### src/rtl/ofs_alu8_pkg.sv
package ofs_alu8_pkg;
  localparam int DATA_W = 8;
  localparam int OPC_W  = 4;

  localparam logic [OPC_W-1:0] OP_ADD  = 4'd0;
  localparam logic [OPC_W-1:0] OP_SUB  = 4'd1;
  localparam logic [OPC_W-1:0] OP_ADDO = 4'd2;
  localparam logic [OPC_W-1:0] OP_SUBO = 4'd3;
  localparam logic [OPC_W-1:0] OP_AND  = 4'd4;
  localparam logic [OPC_W-1:0] OP_OR   = 4'd5;
  localparam logic [OPC_W-1:0] OP_XOR  = 4'd6;
  localparam logic [OPC_W-1:0] OP_SHL  = 4'd7;
  localparam logic [OPC_W-1:0] OP_SHR  = 4'd8;
  localparam logic [OPC_W-1:0] OP_ROL  = 4'd9;
  localparam logic [OPC_W-1:0] OP_ROR  = 4'd10;
  localparam logic [OPC_W-1:0] OP_MUL  = 4'd11;
  localparam logic [OPC_W-1:0] OP_DIV  = 4'd12;

  // bias of 2^(W-1), held in W+2 bits so the sign of the exact value survives
  localparam logic [DATA_W+1:0] BIAS = {3'b001, {(DATA_W-1){1'b0}}};

  typedef struct packed {
    logic [DATA_W-1:0] hi;
    logic [DATA_W-1:0] lo;
    logic              pair;
    logic              c;
    logic              z;
    logic              s;
  } alu_res_t;

  function automatic logic op_known(logic [OPC_W-1:0] op);
    return op <= OP_DIV;
  endfunction

  function automatic logic op_multi(logic [OPC_W-1:0] op);
    return (op == OP_MUL) || (op == OP_DIV);
  endfunction

  // one-cycle arithmetic, logic and shift results
  function automatic alu_res_t single_op(logic [OPC_W-1:0] op,
                                         logic [DATA_W-1:0] a,
                                         logic [DATA_W-1:0] b);
    alu_res_t r;
    logic [DATA_W+1:0] ea, eb, raw;
    r   = '0;
    ea  = {2'b00, a};
    eb  = {2'b00, b};
    raw = '0;
    case (op)
      OP_ADD: begin
        raw  = ea + eb;
        r.lo = raw[DATA_W-1:0];
        r.c  = raw[DATA_W];
      end
      OP_SUB: begin
        raw  = ea - eb;
        r.lo = raw[DATA_W-1:0];
        r.s  = raw[DATA_W+1];
      end
      OP_ADDO: begin
        raw  = ea + eb - BIAS;
        r.lo = raw[DATA_W-1:0];
        r.s  = raw[DATA_W+1];
        r.c  = !raw[DATA_W+1] && raw[DATA_W];
      end
      OP_SUBO: begin
        raw  = ea - eb + BIAS;
        r.lo = raw[DATA_W-1:0];
        r.s  = raw[DATA_W+1];
        r.c  = !raw[DATA_W+1] && raw[DATA_W];
      end
      OP_AND: r.lo = a & b;
      OP_OR:  r.lo = a | b;
      OP_XOR: r.lo = a ^ b;
      OP_SHL: begin r.lo = {a[DATA_W-2:0], 1'b0};      r.c = a[DATA_W-1]; end
      OP_SHR: begin r.lo = {1'b0, a[DATA_W-1:1]};      r.c = a[0];        end
      OP_ROL: begin r.lo = {a[DATA_W-2:0], a[DATA_W-1]}; r.c = a[DATA_W-1]; end
      OP_ROR: begin r.lo = {a[0], a[DATA_W-1:1]};      r.c = a[0];        end
      default: ;
    endcase
    r.z = (r.lo == '0);
    return r;
  endfunction
endpackage

### src/rtl/ofs_alu8_mul.sv
module ofs_alu8_mul
  import ofs_alu8_pkg::*;
#(
  parameter int W = DATA_W
) (
  input  logic           clk,
  input  logic           rst_n,
  input  logic           start,
  input  logic [W-1:0]   mcand_in,
  input  logic [W-1:0]   mplier_in,
  output logic           busy,
  output logic           fin,
  output logic [2*W-1:0] prod
);
  localparam int ITER = W;
  localparam int CW   = $clog2(ITER) + 1;

  logic           busy_q, fin_q, zero_op_q;
  logic [CW-1:0]  cnt_q;
  logic [2*W-1:0] acc_q, mcand_q;
  logic [W-1:0]   mplier_q;

  // named internal events
  logic step_add, last_step;
  assign step_add  = busy_q && mplier_q[0];
  assign last_step = busy_q && (cnt_q == CW'(ITER-1));

  always_ff @(posedge clk) begin
    if (!rst_n) begin
      busy_q    <= 1'b0;
      fin_q     <= 1'b0;
      zero_op_q <= 1'b0;
      cnt_q     <= '0;
      acc_q     <= '0;
      mcand_q   <= '0;
      mplier_q  <= '0;
    end else begin
      fin_q <= 1'b0;
      if (start) begin
        busy_q    <= 1'b1;
        cnt_q     <= '0;
        acc_q     <= '0;
        mcand_q   <= {{W{1'b0}}, mcand_in};
        mplier_q  <= mplier_in;
        zero_op_q <= (mcand_in == '0) || (mplier_in == '0);
      end else if (busy_q) begin
        if (step_add) acc_q <= acc_q + mcand_q;
        mcand_q  <= mcand_q << 1;
        mplier_q <= mplier_q >> 1;
        cnt_q    <= cnt_q + CW'(1);
        if (last_step) begin
          busy_q <= 1'b0;
          fin_q  <= 1'b1;
        end
      end
    end
  end

  assign busy = busy_q;
  assign fin  = fin_q;
  assign prod = acc_q;

  // a zero factor must give a zero product
  p_mul_zero_r6: assert property (@(posedge clk) disable iff (!rst_n)
    fin_q && zero_op_q |-> prod == '0);

  // once finished the iteration engine is idle
  p_mul_idle_r10: assert property (@(posedge clk) disable iff (!rst_n)
    last_step |=> !busy_q && fin_q);
endmodule

### src/rtl/ofs_alu8_div.sv
module ofs_alu8_div
  import ofs_alu8_pkg::*;
#(
  parameter int W = DATA_W
) (
  input  logic         clk,
  input  logic         rst_n,
  input  logic         start,
  input  logic [W-1:0] num_hi,
  input  logic [W-1:0] num_lo,
  input  logic [W-1:0] dvs_in,
  output logic         busy,
  output logic         fin,
  output logic [W-1:0] quo_out,
  output logic [W-1:0] rem_out,
  output logic         bad_div
);
  localparam int ITER = W;
  localparam int CW   = $clog2(ITER) + 1;

  logic          busy_q, fin_q, dz_q, ovf_q;
  logic [CW-1:0] cnt_q;
  logic [W-1:0]  rem_q, quo_q, low_q, dvs_q, keep_hi_q, keep_lo_q;

  // named internal events of the restoring step
  logic [W:0] trial, diff;
  logic       fits, last_step;
  assign trial     = {rem_q, low_q[W-1]};
  assign diff      = trial - {1'b0, dvs_q};
  assign fits      = trial >= {1'b0, dvs_q};
  assign last_step = busy_q && (cnt_q == CW'(ITER-1));

  always_ff @(posedge clk) begin
    if (!rst_n) begin
      busy_q    <= 1'b0;
      fin_q     <= 1'b0;
      dz_q      <= 1'b0;
      ovf_q     <= 1'b0;
      cnt_q     <= '0;
      rem_q     <= '0;
      quo_q     <= '0;
      low_q     <= '0;
      dvs_q     <= '0;
      keep_hi_q <= '0;
      keep_lo_q <= '0;
    end else begin
      fin_q <= 1'b0;
      if (start) begin
        busy_q    <= 1'b1;
        cnt_q     <= '0;
        rem_q     <= num_hi;
        low_q     <= num_lo;
        quo_q     <= '0;
        dvs_q     <= dvs_in;
        keep_hi_q <= num_hi;
        keep_lo_q <= num_lo;
        dz_q      <= (dvs_in == '0);
        ovf_q     <= (dvs_in == '0) || (num_hi >= dvs_in);
      end else if (busy_q) begin
        rem_q <= fits ? diff[W-1:0] : trial[W-1:0];
        quo_q <= {quo_q[W-2:0], fits};
        low_q <= low_q << 1;
        cnt_q <= cnt_q + CW'(1);
        if (last_step) begin
          busy_q <= 1'b0;
          fin_q  <= 1'b1;
        end
      end
    end
  end

  assign busy    = busy_q;
  assign fin     = fin_q;
  assign quo_out = dz_q ? keep_hi_q : (ovf_q ? {W{1'b1}} : quo_q);
  assign rem_out = ovf_q ? keep_lo_q : rem_q;
  assign bad_div = ovf_q;

  // a regular divide leaves a remainder below the divisor
  p_rem_below_r7: assert property (@(posedge clk) disable iff (!rst_n)
    fin_q && !ovf_q |-> rem_out < dvs_q);

  // a zero divisor always flags the fault
  p_div_zero_flag_r9: assert property (@(posedge clk) disable iff (!rst_n)
    fin_q && (dvs_q == '0) |-> bad_div);
endmodule

### src/rtl/ofs_alu8.sv
module ofs_alu8
  import ofs_alu8_pkg::*;
#(
  parameter int W = DATA_W
) (
  input  logic             clk,
  input  logic             rst_n,
  input  logic             in_valid,
  input  logic [OPC_W-1:0] in_op,
  input  logic [W-1:0]     in_a,
  input  logic [W-1:0]     in_b,
  input  logic [W-1:0]     in_c,
  output logic             in_ready,
  output logic             out_done,
  output logic [W-1:0]     out_hi,
  output logic [W-1:0]     out_lo,
  output logic             out_pair,
  output logic             flag_c,
  output logic             flag_z,
  output logic             flag_s
);
  logic           mul_busy, mul_fin, div_busy, div_fin, div_bad;
  logic [2*W-1:0] mul_prod;
  logic [W-1:0]   div_quo, div_rem;

  // named request events
  logic fire, fire_single, mul_start, div_start, md_fin;
  assign in_ready    = !(mul_busy || mul_fin || div_busy || div_fin);
  assign fire        = in_valid && in_ready && op_known(in_op);
  assign fire_single = fire && !op_multi(in_op);
  assign mul_start   = fire && (in_op == OP_MUL);
  assign div_start   = fire && (in_op == OP_DIV);
  assign md_fin      = mul_fin || div_fin;

  ofs_alu8_mul #(.W(W)) u_mul (
    .clk(clk), .rst_n(rst_n), .start(mul_start),
    .mcand_in(in_a), .mplier_in(in_b),
    .busy(mul_busy), .fin(mul_fin), .prod(mul_prod)
  );

  ofs_alu8_div #(.W(W)) u_div (
    .clk(clk), .rst_n(rst_n), .start(div_start),
    .num_hi(in_a), .num_lo(in_c), .dvs_in(in_b),
    .busy(div_busy), .fin(div_fin),
    .quo_out(div_quo), .rem_out(div_rem), .bad_div(div_bad)
  );

  alu_res_t one_res, mul_res, div_res, res_q;
  logic     done_q;

  assign one_res = single_op(in_op, in_a, in_b);

  always_comb begin
    mul_res      = '0;
    mul_res.hi   = mul_prod[2*W-1:W];
    mul_res.lo   = mul_prod[W-1:0];
    mul_res.pair = 1'b1;
    mul_res.z    = (mul_prod == '0);
    div_res      = '0;
    div_res.hi   = div_quo;
    div_res.lo   = div_rem;
    div_res.pair = 1'b1;
    div_res.c    = div_bad;
    div_res.z    = (div_quo == '0);
  end

  always_ff @(posedge clk) begin
    if (!rst_n) begin
      res_q  <= '0;
      done_q <= 1'b0;
    end else begin
      done_q <= 1'b0;
      if (fire_single) begin
        res_q  <= one_res;
        done_q <= 1'b1;
      end else if (mul_fin) begin
        res_q  <= mul_res;
        done_q <= 1'b1;
      end else if (div_fin) begin
        res_q  <= div_res;
        done_q <= 1'b1;
      end
    end
  end

  assign out_done = done_q;
  assign out_hi   = res_q.hi;
  assign out_lo   = res_q.lo;
  assign out_pair = res_q.pair;
  assign flag_c   = res_q.c;
  assign flag_z   = res_q.z;
  assign flag_s   = res_q.s;

  // overflow and underflow are never reported together
  p_flag_excl_r2: assert property (@(posedge clk) disable iff (!rst_n)
    !(flag_c && flag_s));

  // one-cycle operations complete on the next edge
  p_single_lat_r11: assert property (@(posedge clk) disable iff (!rst_n)
    fire_single |=> out_done && !out_pair);

  // a multi-cycle start closes the request port
  p_busy_r10: assert property (@(posedge clk) disable iff (!rst_n)
    (mul_start || div_start) |=> !in_ready);

  // while busy and not finishing, results hold
  p_hold_r10: assert property (@(posedge clk) disable iff (!rst_n)
    !in_ready && !md_fin |=> $stable({out_hi, out_lo, out_pair, flag_c, flag_z, flag_s}) && !out_done);
endmodule

### config.mk
export PLATFORM = sky130hd
export DESIGN_NAME = ofs_alu8
export DESIGN_NICKNAME = d
export VERILOG_FILES = /design/src/rtl/ofs_alu8_pkg.sv /design/src/rtl/ofs_alu8_mul.sv /design/src/rtl/ofs_alu8_div.sv /design/src/rtl/ofs_alu8.sv
export SDC_FILE = /design/constraint.sdc
export NUM_CORES = 1
export LEC_CHECK = 0
export CORE_AREA = 2 2 116 118
export DETAILED_ROUTE_END_ITERATION = 12
export DIE_AREA = 0 0 118 120
export GPL_TIMING_DRIVEN = 0
export MAX_ROUTING_LAYER = met4
export PLACE_DENSITY = 0.77
export SYNTH_ARGS = -nofsm -noshare
export SYNTH_HDL_FRONTEND = slang
export SYNTH_SLANG_ARGS = --single-unit
### constraint.sdc
create_clock -name clk -period 2.7 [get_ports clk]
set_input_delay 0.54 -clock clk [delete_from_list [all_inputs] [get_ports clk]]
set_output_delay 0.54 -clock clk [all_outputs]
set_load 0.1 [all_outputs]
==> results.sh <==
export IMPL_io_pins=53
export IMPL_power_frac_seq_pct=37.9
export IMPL_ctsHoldBuffers=0
export IMPL_reg2reg_setup_slack_ns=0.15
export IMPL_clock_sinks=123
export IMPL_worstHoldPathType="flop to flop"
export IMPL_yosysSeqAreaShare_pct=32.23
export IMPL_cts_tree="done"
export IMPL_reg2reg_depth=9
export IMPL_leakage_nw=3.461
export IMPL_max_freq_ghz=0.3668
export IMPL_hold_viol=0
export IMPL_fin_nets=1103
export IMPL_final_util_pct=69.34
export IMPL_final_fill_count=1130
export IMPL_whs_endpoint="u_div.low_q[0]"
export IMPL_diodes=0
export IMPL_htree_levels=4
export IMPL_critical_path_peak_fanout=8
export IMPL_first_iter_violations=623
export IMPL_r2r_end="u_mul.prod[15]"
export IMPL_cts_reportedPaths_clkPinSlew_ns=0.05
export IMPL_grt_pass1_vias=6816
export IMPL_num_vias=7293
export IMPL_synthCells=947
export IMPL_slew_violations=0
export IMPL_ctsRootBufferMaster="clkbuf_16"
export IMPL_drv_cap=0
export IMPL_worstPathRequired_ns=3.07
export IMPL_start_util_pct=58.86
export IMPL_ys_warnings_count=0
export IMPL_yosysTopAreaCellShare_pct=32.23
export IMPL_ys_seq_elements=123
export IMPL_grt_max_degree=17
export IMPL_clockBufferDepth=2
export IMPL_switchingPower_mw=1.315
export IMPL_fin_total_pwr_mw=4.929
export IMPL_syn_area_per_cell_um2=8.067
export IMPL_fp_row_count=42
export IMPL_ys_top_cells_by_count="nand2_1 (133), dfxtp_1 (123), a21oi_1 (103)"
export IMPL_hpwl_mm=16.54
export IMPL_drtPass1Iterations=5
export IMPL_violations="setup timing"
export IMPL_syn_nets=1031
export IMPL_drc_errors=0
export IMPL_drive_above_1_share_pct=11.26
export IMPL_place_area_um2=8373
export IMPL_area_growth_pct=17.80
export IMPL_grt_overflow_total=0
export IMPL_intPower_mw=3.614
export IMPL_timing_final_crit_share_pct=101.0
export IMPL_rsz0062_at_grt="yes"
export IMPL_clock_power_share_pct=46.6
export IMPL_relSlewSlack_pct=32.77
export IMPL_routedWlPerCell_um=18.95
export IMPL_fin_skew_ns=0.006853
export IMPL_insertion_delay_ns=0.42
export IMPL_crit_type="input pin to flop"
export IMPL_io_buffer_count=50
export IMPL_outcome="complete, but fails checks"
export IMPL_synthTopCellsByArea="dfxtp_1 (32%), ha_1 (8.0%), a21oi_1 (6.7%), nand2_1 (6.5%), mux2i_1 (6.0%)"
export IMPL_combPwrFrac_pct=15.5
export IMPL_antenna_found_initial=0
export IMPL_worst_pin_slew_ns=1.005
export IMPL_swShare_pct=26.67
export IMPL_reg2reg_from="u_mul.prod[3]"
export IMPL_die_h_um=120
export IMPL_synth_edf_count=0
export IMPL_start_kind="input pin"
export IMPL_finalCriticalPeriod_ns=2.726
export IMPL_synth_area_leader_cell="dfxtp_1"
export IMPL_synth_flop_cell="dfxtp_1"
export IMPL_grt_pass1_wl_mm=36.03
export IMPL_dieArea_um2=14160
export IMPL_numCtsBuffers=17
export IMPL_viasPerCell=6.047
export IMPL_holdPathStages=2
export IMPL_peakVddDrop_mv=0.4994
export IMPL_synth_area_um2=7640
export IMPL_core_um2=12980
export IMPL_hold_start="u_div.low_q[0]"
export IMPL_grt_usage_pct=33.54
export IMPL_synth_distinct_cells=72
export IMPL_die_w_um=118
export IMPL_end_kind="flop"
export IMPL_ys_async_sr_fraction_pct=0
export IMPL_totalWireLength_mm=22.85
export IMPL_ant_nets=0
export IMPL_cp_arrival_ns=3.10
export IMPL_yosysMostFrequentCell="nand2_1"
export IMPL_place_gp_congestion=0.9789
export IMPL_setup_ws_ns=-0.02619
export IMPL_final_area_um2=9000
export IMPL_finalSetupViolations=1
export IMPL_powerDensity_nw_per_um2=547.6
==> worst max-delay path, stage by stage <==
cell and delay (ns):
buf_2 0.26, inv_1 0.13, ha_1 0.41, a21oi_2 0.22, o22ai_2 0.17, o41ai_4 0.31
mux2i_1 0.18, a211oi_2 0.17, o211ai_1 0.21, nor4_4 0.35, a21o_1 0.15
==> how the worst max path moves through the flow <==
stage,to,cells past startpoint,startpoint
after floorplan,u_div.bad_div,7,u_div.busy
after global placement,flag_z,11,in_a[1]
after detailed placement,flag_z,11,in_a[1]
after CTS,flag_z,11,in_b[0]
after global routing,flag_z,11,in_a[1]
final,flag_z,11,in_a[1]
==> cell type report <==
type / count / area, um2 / area share [%]
sequential: 123 / 2464 / 27.37
tap: 176 / 220.2 / 2.447
timing repair buffer: 53 / 457.9 / 5.088
clock buffer: 22 / 474.2 / 5.269
buffer: 52 / 284.0 / 3.156
clock inverter: 8 / 117.6 / 1.307
multi-input combinational: 726 / 4810 / 53.44
inverter: 46 / 172.7 / 1.919
==> metrics by stage <==
step / std cells / worst slack (ns) / setup TNS, ns / hold slack, ns
5_1_grt: 1206 / -0.09919 / -0.1047 / 0.4693
2_1_floorplan: 947 / -0.1260 / -3.438 / 0.4329
3_5_place_dp: 1173 / -1.169 / -8.826 / 0.4479
4_1_cts: 1205 / -0.02086 / -0.02086 / 0.4547
3_3_place_gp: 1173 / -1.158 / -8.576 / 0.4458
6_report: 1206 / -0.02619 / -0.02619 / 0.4531
==> power groups by stage <==
stage / Combinational (mW) / Sequential (mW) / Clock [mW]
2_1_floorplan: 0.420 / 1.97 / 0
3_3_place_gp: 0.718 / 1.90 / 0
3_5_place_dp: 0.719 / 1.90 / 0
4_1_cts: 0.733 / 1.87 / 2.31
5_1_grt: 0.812 / 1.87 / 2.39
6_report: 0.764 / 1.87 / 2.30
==> sequential cells by signal, indices dropped and copies added (netlist names), 4 cells and up <==
register,flops
out_hi,8
out_lo,8
u_mul.mplier_q,8
u_div.quo_q,8
u_div.cnt_q,4
u_mul.prod,16
u_div.low_q,8
u_div.keep_hi_q,8
u_mul.cnt_q,4
u_div.rem_q,8
u_mul.mcand_q,16
u_div.dvs_q,8
u_div.keep_lo_q,8
==> layer usage <==
metal  up-vias  GRT usage, %  wire length (um)
met1      3423         41.90              9919
met2       306         52.94             10530
met5         -             -                 0
li1       3503             -                 -
met4         0         11.75               647
met3        61         8.555              1751
==> cells in the final DEF (no fill, tap or decap), drive strengths merged, types with 10 or more instances in the layout <==
master,instances
nand2,135
dfxtp,123
a21oi,103
nor2,98
clkbuf,58
ha,49
mux2i,46
inv,45
clkdlybuf4s50,33
buf,33
o21ai,32
xnor2,20
o22ai,17
nor3,16
a211oi,15
nand2b,13
a21boi,13
a22oi,12
nor4,12
a31oi,11
nor2b,10
==> logic make-up (layout without fill, tap and decap cells) <==
logic type,count (synthesis),after routing,synth area share (%)
adders and majority gates,53,53,9.073
buffers and inverters,98,181,5.928
muxes,53,53,7.059
xor gates and xnor gates,29,29,3.423
DFF,123,123,32.23
AOI/OAI and AO/OA,264,264,22.42
and+or+nand+nor,327,327,19.87
==> what timing repair did <==
item / in CTS / in global routing
endpoints found under the setup margin: 11 / 7
endpoints found under the hold margin: 0 / 0
pin swaps: 2 / 4
setup buffers: 2 / 1
resized for setup: 42 / 35
No activity file was read; power rests on OpenSTA's default activity.
